==> src/rtl/tbm_pkg.sv <==
package tbm_pkg;
  // Shortest copy worth emitting and width of the length code.
  localparam int MIN_MATCH = 3;
  localparam int CODE_W    = 4;
  // Longest copy the code can express and the width that holds it.
  localparam int MAX_LEN   = MIN_MATCH + (1 << CODE_W) - 1;
  localparam int LEN_W     = $clog2(MAX_LEN + 1);
  localparam int NBANK     = 3;
  localparam int GRP_W     = 8 * NBANK;

  typedef enum logic [2:0] {
    ST_IDLE,
    ST_RD_CAND,
    ST_CMP,
    ST_RD_CUR,
    ST_LD_CUR,
    ST_EMIT
  } eng_state_t;
endpackage

==> src/rtl/tbm_rst_sync.sv <==
module tbm_rst_sync (
  input  logic clk,
  input  logic rst_n,
  output logic rst_sync_n
);
  logic [1:0] sync_q;

  always_ff @(posedge clk or negedge rst_n) begin
    if (!rst_n) sync_q <= 2'b00;
    else        sync_q <= {sync_q[0], 1'b1};
  end

  assign rst_sync_n = sync_q[1];
endmodule

==> src/rtl/tbm_bank.sv <==
module tbm_bank #(
  parameter int AW = 6
) (
  input  logic          clk,
  input  logic          we,
  input  logic [AW-1:0] waddr,
  input  logic [7:0]    wdata,
  input  logic          re,
  input  logic [AW-1:0] raddr,
  output logic [7:0]    rdata
);
  localparam int DEPTH = 1 << AW;

  logic [7:0] mem [DEPTH];

  // Synchronous read; a same-address write in the same cycle returns the old byte.
  always_ff @(posedge clk) begin
    if (we) mem[waddr] <= wdata;
    if (re) rdata <= mem[raddr];
  end
endmodule

==> src/rtl/tbm_addr_align.sv <==
module tbm_addr_align #(
  parameter int AW = 6
) (
  input  logic                  clk,
  input  logic                  rst_n,
  input  logic                  load,
  input  logic [AW-1:0]         load_word,
  input  logic                  step,
  input  logic [1:0]            tag,
  output logic [2:0][AW-1:0]    bank_addr
);
  logic [AW-1:0] w_q, w_d;
  logic [AW-1:0] w1_q, w1_d;

  // Word and word+1 are both kept in registers, so the bank address is only a mux.
  always_comb begin
    w_d  = w_q;
    w1_d = w1_q;
    if (load) begin
      w_d  = load_word;
      w1_d = load_word + AW'(1);
    end else if (step) begin
      w_d  = w1_q;
      w1_d = w1_q + AW'(1);
    end
  end

  always_ff @(posedge clk or negedge rst_n) begin
    if (!rst_n) begin
      w_q  <= '0;
      w1_q <= '0;
    end else begin
      w_q  <= w_d;
      w1_q <= w1_d;
    end
  end

  // A bank below the starting tag holds a byte of the following word.
  for (genvar b = 0; b < 3; b++) begin : g_addr
    assign bank_addr[b] = (2'(b) >= tag) ? w_q : w1_q;
  end
endmodule

==> src/rtl/tbm_compare.sv <==
module tbm_compare (
  input  logic [1:0]       tag,
  input  logic [2:0][7:0]  bank_q,
  input  logic [23:0]      ref_bytes,
  output logic [23:0]      ordered,
  output logic [1:0]       nmatch
);
  logic [2:0] eq;

  always_comb begin
    for (int i = 0; i < 3; i++) begin
      ordered[8*i +: 8] = bank_q[(int'(tag) + i) % 3];
      eq[i] = (ordered[8*i +: 8] == ref_bytes[8*i +: 8]);
    end
    if (!eq[0])      nmatch = 2'd0;
    else if (!eq[1]) nmatch = 2'd1;
    else if (!eq[2]) nmatch = 2'd2;
    else             nmatch = 2'd3;
  end
endmodule

==> src/rtl/tribank_match_engine.sv <==
module tribank_match_engine
  import tbm_pkg::*;
#(
  parameter int WORD_AW = 6
) (
  input  logic                 clk,
  input  logic                 rst_n,
  input  logic                 wr_en,
  input  logic [WORD_AW-1:0]   wr_word,
  input  logic [1:0]           wr_tag,
  input  logic [7:0]           wr_data,
  input  logic                 req_valid,
  output logic                 req_ready,
  input  logic [WORD_AW-1:0]   req_cur_word,
  input  logic [1:0]           req_cur_tag,
  input  logic [23:0]          req_cur_bytes,
  input  logic                 req_cand_valid,
  input  logic [WORD_AW-1:0]   req_cand_word,
  input  logic [1:0]           req_cand_tag,
  input  logic [WORD_AW+1:0]   req_end,
  output logic                 item_valid,
  input  logic                 item_ready,
  output logic                 item_copy,
  output logic [CODE_W-1:0]    item_len_code,
  output logic [LEN_W-1:0]     item_adv,
  output logic [WORD_AW-1:0]   item_off_word,
  output logic [1:0]           item_off_tag
);
  localparam int LIN_W = WORD_AW + 2;

  logic rst_i_n;
  tbm_rst_sync u_rst (.clk(clk), .rst_n(rst_n), .rst_sync_n(rst_i_n));

  eng_state_t           state_q, state_d;
  logic [1:0]           cur_tag_q, cur_tag_d;
  logic [1:0]           cand_tag_q, cand_tag_d;
  logic [WORD_AW-1:0]   cand_word_q, cand_word_d;
  logic [23:0]          ref_q, ref_d;
  logic [LEN_W-1:0]     lim_q, lim_d;
  logic                 copy_q, copy_d;
  logic [LEN_W-1:0]     len_q;
  logic                 len_clr, len_inc_en;
  logic [LEN_W-1:0]     len_inc;
  logic                 step_s, accept;

  // Linear positions of the request.
  logic [LIN_W-1:0] cur_lin, cand_lin, avail;
  logic             early_lit;
  logic [LEN_W-1:0] lim_calc;

  always_comb begin
    cur_lin   = (LIN_W'(req_cur_word) << 1) + LIN_W'(req_cur_word) + LIN_W'(req_cur_tag);
    cand_lin  = (LIN_W'(req_cand_word) << 1) + LIN_W'(req_cand_word) + LIN_W'(req_cand_tag);
    avail     = req_end - cur_lin;
    early_lit = !req_cand_valid || (cand_lin >= cur_lin) || (req_end <= cur_lin) ||
                (avail < LIN_W'(MIN_MATCH));
    lim_calc  = (avail >= LIN_W'(MAX_LEN)) ? LEN_W'(MAX_LEN) : LEN_W'(avail);
  end

  // Bank storage and read addressing.
  logic [2:0][WORD_AW-1:0] cur_addr, cand_addr;
  logic [2:0][7:0]         bank_q;
  logic                    sel_cand, rd_en;

  assign sel_cand = (state_q == ST_RD_CAND) || (state_q == ST_LD_CUR);
  assign rd_en    = sel_cand || (state_q == ST_RD_CUR);

  tbm_addr_align #(.AW(WORD_AW)) u_cur_align (
    .clk(clk), .rst_n(rst_i_n), .load(accept), .load_word(req_cur_word),
    .step(step_s), .tag(cur_tag_q), .bank_addr(cur_addr)
  );

  tbm_addr_align #(.AW(WORD_AW)) u_cand_align (
    .clk(clk), .rst_n(rst_i_n), .load(accept), .load_word(req_cand_word),
    .step(step_s), .tag(cand_tag_q), .bank_addr(cand_addr)
  );

  for (genvar b = 0; b < NBANK; b++) begin : g_bank
    tbm_bank #(.AW(WORD_AW)) u_bank (
      .clk   (clk),
      .we    (wr_en && (wr_tag == 2'(b))),
      .waddr (wr_word),
      .wdata (wr_data),
      .re    (rd_en),
      .raddr (sel_cand ? cand_addr[b] : cur_addr[b]),
      .rdata (bank_q[b])
    );
  end

  // Combinational reorder and compare.
  logic [23:0] ordered;
  logic [1:0]  nmatch;

  tbm_compare u_cmp (
    .tag       ((state_q == ST_LD_CUR) ? cur_tag_q : cand_tag_q),
    .bank_q    (bank_q),
    .ref_bytes (ref_q),
    .ordered   (ordered),
    .nmatch    (nmatch)
  );

  // Next-state logic.
  logic [LEN_W-1:0] room, nm_w, take;

  assign accept = req_valid && req_ready;
  assign room   = lim_q - len_q;
  assign nm_w   = LEN_W'(nmatch);
  assign take   = (nm_w > room) ? room : nm_w;

  always_comb begin
    state_d     = state_q;
    cur_tag_d   = cur_tag_q;
    cand_tag_d  = cand_tag_q;
    cand_word_d = cand_word_q;
    ref_d       = ref_q;
    lim_d       = lim_q;
    copy_d      = copy_q;
    step_s      = 1'b0;
    len_clr     = 1'b0;
    len_inc_en  = 1'b0;
    len_inc     = '0;
    case (state_q)
      ST_IDLE: begin
        if (accept) begin
          cur_tag_d   = req_cur_tag;
          cand_tag_d  = req_cand_tag;
          cand_word_d = req_cand_word;
          ref_d       = req_cur_bytes;
          lim_d       = lim_calc;
          copy_d      = 1'b0;
          len_clr     = 1'b1;
          state_d     = early_lit ? ST_EMIT : ST_RD_CAND;
        end
      end
      ST_RD_CAND: state_d = ST_CMP;
      ST_CMP: begin
        if ((len_q == '0) && (nmatch != 2'd3)) begin
          copy_d  = 1'b0;
          state_d = ST_EMIT;
        end else begin
          copy_d     = 1'b1;
          len_inc_en = 1'b1;
          len_inc    = take;
          if ((nmatch == 2'd3) && (room > LEN_W'(3))) begin
            step_s  = 1'b1;
            state_d = ST_RD_CUR;
          end else begin
            state_d = ST_EMIT;
          end
        end
      end
      ST_RD_CUR: state_d = ST_LD_CUR;
      ST_LD_CUR: begin
        ref_d   = ordered;
        state_d = ST_CMP;
      end
      ST_EMIT: begin
        if (item_ready) state_d = ST_IDLE;
      end
      default: state_d = ST_IDLE;
    endcase
  end

  always_ff @(posedge clk or negedge rst_i_n) begin
    if (!rst_i_n) begin
      state_q     <= ST_IDLE;
      cur_tag_q   <= '0;
      cand_tag_q  <= '0;
      cand_word_q <= '0;
      ref_q       <= '0;
      lim_q       <= '0;
      copy_q      <= 1'b0;
    end else begin
      state_q     <= state_d;
      cur_tag_q   <= cur_tag_d;
      cand_tag_q  <= cand_tag_d;
      cand_word_q <= cand_word_d;
      ref_q       <= ref_d;
      lim_q       <= lim_d;
      copy_q      <= copy_d;
    end
  end

  // Match-length counter, advanced by the compare-success count.
  always_ff @(posedge clk or negedge rst_i_n) begin
    if (!rst_i_n)        len_q <= '0;
    else if (len_clr)    len_q <= '0;
    else if (len_inc_en) len_q <= len_q + len_inc;
  end

  // Item outputs.
  assign req_ready     = (state_q == ST_IDLE);
  assign item_valid    = (state_q == ST_EMIT);
  assign item_copy     = copy_q;
  assign item_len_code = copy_q ? CODE_W'(len_q - LEN_W'(MIN_MATCH)) : '0;
  assign item_adv      = copy_q ? len_q : LEN_W'(1);
  assign item_off_word = copy_q ? cand_word_q : '0;
  assign item_off_tag  = copy_q ? cand_tag_q : '0;
endmodule

==> config.mk <==
export PLATFORM = sky130hd
export DESIGN_NAME = tribank_match_engine
export DESIGN_NICKNAME = d
export VERILOG_FILES = /design/src/rtl/tbm_pkg.sv /design/src/rtl/tbm_rst_sync.sv /design/src/rtl/tbm_bank.sv /design/src/rtl/tbm_addr_align.sv /design/src/rtl/tbm_compare.sv /design/src/rtl/tribank_match_engine.sv
export SDC_FILE = /design/constraint.sdc
export NUM_CORES = 2
export LEC_CHECK = 0
export ABC_AREA = 1
export BUFFER_PORTS_ARGS = -buffer_cell sky130_fd_sc_hd__buf_2
export CORE_MARGIN = 8
export CORE_UTILIZATION = 40
export CTS_BUF_LIST = sky130_fd_sc_hd__clkbuf_16
export DETAILED_ROUTE_END_ITERATION = 10
export GPL_TIMING_DRIVEN = 0
export PLACE_DENSITY = 0.63
export SLEW_MARGIN = 20
export SYNTH_ARGS = -nofsm -noshare
export SYNTH_HDL_FRONTEND = slang
export SYNTH_HIERARCHICAL = 1
export SYNTH_SLANG_ARGS = --single-unit
export TNS_END_PERCENT = 100
==> constraint.sdc <==
create_clock -name clk -period 4.7 [get_ports clk]
set_input_delay 0.94 -clock clk [delete_from_list [all_inputs] [get_ports clk]]
set_output_delay 0.94 -clock clk [all_outputs]
set_load 0.03 [all_outputs]
==> results.toml <==
[timing]
finalWorstSetupSlack_ns = 0.347
period_share_pct = 92.6
skew_ns = 0.0192
tightest_slew_ns = 1.15
finalCriticalPeriod_ns = 4.35
setup_viol = 0
hold_violations = 0
slew_headroom_pct = 23.2
fmaxAchievable_mhz = 230
drv_slew = 0
hold_slack_ns = 0.258

[setup_path]
reg2reg_slack_ns = 0.35
r2r_cells = 29
end_kind = "flip-flop"
cp.arrival_ns = 5.07
critPathMaxFanout = 10
reg2reg_from = "state_q[1]$_DFFE_PN0P_"
crit_cells = 29
r2r-end = "len_q[4]$_DFFE_PN0P_"
path_class = "reg -> reg"
worstPathRequired_ns = 5.41
cp_slowest_cell = "dfrtp_2"
cp.buffers_inverters = 4
max_stage_delay_ns = 0.44
crit_top_cell = "nand2_1"
cp_top_family = "simple AND/OR/NAND/NOR gates"
start_kind = "flip-flop"

[synthesis]
yosys.area.top_type = "edfxtp_1"
synth_edf_count = 1560
syn_inst = 6565
synth_area_per_cell_sq_um = 10.9
synthFlopType = "edfxtp_1"
synthTopCellsByArea = "edfxtp_1 (65%), nand2_1 (12%), nand3_1 (9.9%)"
ys_warn_count = 6
syn_area_sq_mm = 0.0716
synth.distinct_cells = 46
synthTopCellsByCount = "nand2_1 (2358), edfxtp_1 (1560), nand3_1 (1411)"
ys_seq_area_share_pct = 68.0
synth_top_area_share_pct = 65.4
yosysMostFrequentCell = "nand2_1"
ys_ff_latch = 1634
async_flop_share_pct = 4.53

[grt]
grt_pass1_wl_um = 319000
first_global_vias = 48400
antenna_found_initial = 6
grt_max_degree = 115
track_usage_pct = 22.1
grt-ovfl-total = 0

[finish]
syn_to_final_growth_pct = 14.0
drive_gt1_share_pct = 11.0
fin_nets = 7005

[placement]
io_buffers = 86
gp_congestion = 0.938
pre_cts_ws_ns = -0.582
dp_hpwl_um = 151000

[worst_hold_path]
hp-class = "reg -> async"

[routing]
first_iter_violations = 6339
dr.pass1.iters = 9
vias = 51200
routedWlPerCell_um = 23.4
via_per_inst = 5.46
totalWireLength_um = 220000
drc = 0
ant_nets = 0

[clock_network]
cts_buffers = 171
clockRootBuffer = "clkbuf_16"
cts_tree = "built"
clk_latency_ns = 0.81
cts_buffer_depth = 3
clk_pin_slew_ns = 0.06
clock_sinks = 1634
htree_levels = 4

[run]
max-cap-violations = 0

[floorplanning]
core_sq_mm = 0.178
die_area_sq_mm = 0.193
rows = 155
dieHeight_um = 439
initial_utilization_pct = 40.2
ios = 90
die_w_um = 439

[status]
status = "finished clean"
layout by cell type, fill, tap and decap left out, drive strengths merged, types with 7 or more instances in the layout:
master,n
nand2,2371
edfxtp,1560
nand3,1419
buf,449
inv,250
clkbuf,232
nor2,221
o21ai,99
dfrtp,74
clkinv,68
ha,54
nand4,36
a21oi,30
mux2i,24
nor4,24
bufinv,20
nand3b,12
diode,10
xnor2,9
clkinvlp,9
xor2,8
fa,7
sequential cells by signal, indices dropped and copies added (netlist names):
register and count:
g_bank.u_bank/mem 1536, g_bank.u_bank/rdata 24, ref_q 24, cand_word_q 6, u_cand_align/w1_q 6, u_cand_align/w_q 6, u_cur_align/w1_q 6, u_cur_align/w_q 6
len_q 5, lim_q 5, state_q 3, cand_tag_q 2, cur_tag_q 2, u_rst/sync_q 2, item_copy 1
per-stage QoR:
| step | cells | setup TNS, ns | instance area (sq um) | util, % |
|---|---|---|---|---|
| CTS | 9357 | 0 | 81500 | 45.7 |
| global route | 9364 | -0.0291 | 81600 | 45.8 |
| detailed placement | 9047 | -1.27 | 75800 | 42.5 |
| global placement | 9007 | -263.20 | 75000 | 42.1 |
| floorplan | 6566 | 0 | 71600 | - |
| finish | 9374 | 0 | 81600 | 45.8 |
kinds of logic (layout without fill, tap and decap cells):
| logic type | Yosys count | count (layout) | share of synthesized area, % |
|---|---|---|---|
| flops | 1634 | 1634 | 68.0 |
| buf+inv | 586 | 1029 | 4.80 |
| other cells | 2 | 13 | 0.0105 |
| mux | 24 | 24 | 0.335 |
| fa+ha+maj | 61 | 61 | 1.14 |
| compound gates | 151 | 151 | 1.15 |
| simple gates | 4090 | 4090 | 24.4 |
| xor+xnor | 17 | 17 | 0.208 |
area by class of cell:
cell class,count,area [sq um]
fillers,16100,96600
flip-flops and latches,1634,48700
multi-input cells,4346,19700
clock buffers,172,4300
well taps,2355,2950
plain buffers,375,2670
clock inverters,136,1310
repair buffers,135,1150
inverters,211,810
diodes,10,25.0
repair_timing:
| item | in CTS | in global routing |
|---|---|---|
| setup endpoints to repair | 4 | 4 |
| pin swaps | 0 | 6 |
| resized for setup | 20 | 25 |
| buffers inserted | 1 | 7 |
| endpoints found under the hold margin | 2 | 0 |
| hold buffers | 1 | 0 |
how the worst max path moves through the flow:
stage | start | end | slack (ns)
5_1_grt | state_q[1]$_DFFE_PN0P_ | len_q[4]$_DFFE_PN0P_ | -0.03
3_5_place_dp | state_q[1]$_DFFE_PN0P_ | len_q[4]$_DFFE_PN0P_ | -0.58
3_3_place_gp | state_q[1]$_DFFE_PN0P_ | len_q[4]$_DFFE_PN0P_ | -0.49
2_1_floorplan | state_q[1]$_DFFE_PN0P_ | len_q[4]$_DFFE_PN0P_ | 0.41
4_1_cts | state_q[1]$_DFFE_PN0P_ | len_q[4]$_DFFE_PN0P_ | 0.007
6_report | state_q[1]$_DFFE_PN0P_ | len_q[4]$_DFFE_PN0P_ | 0.35
metal layers:
metal  up-vias  part of all wire (%)  GRT usage (%)
met1     24900                    41           29.9
met3       486                   8.5           3.59
li1      23400                     -              -
met5         -                 0.012              0
met4         2                   4.6           9.18
met2      2469                    46           35.6
Power is not shown: default switching activity piles up to over one toggle a cycle in this logic, so the estimate is an artifact.
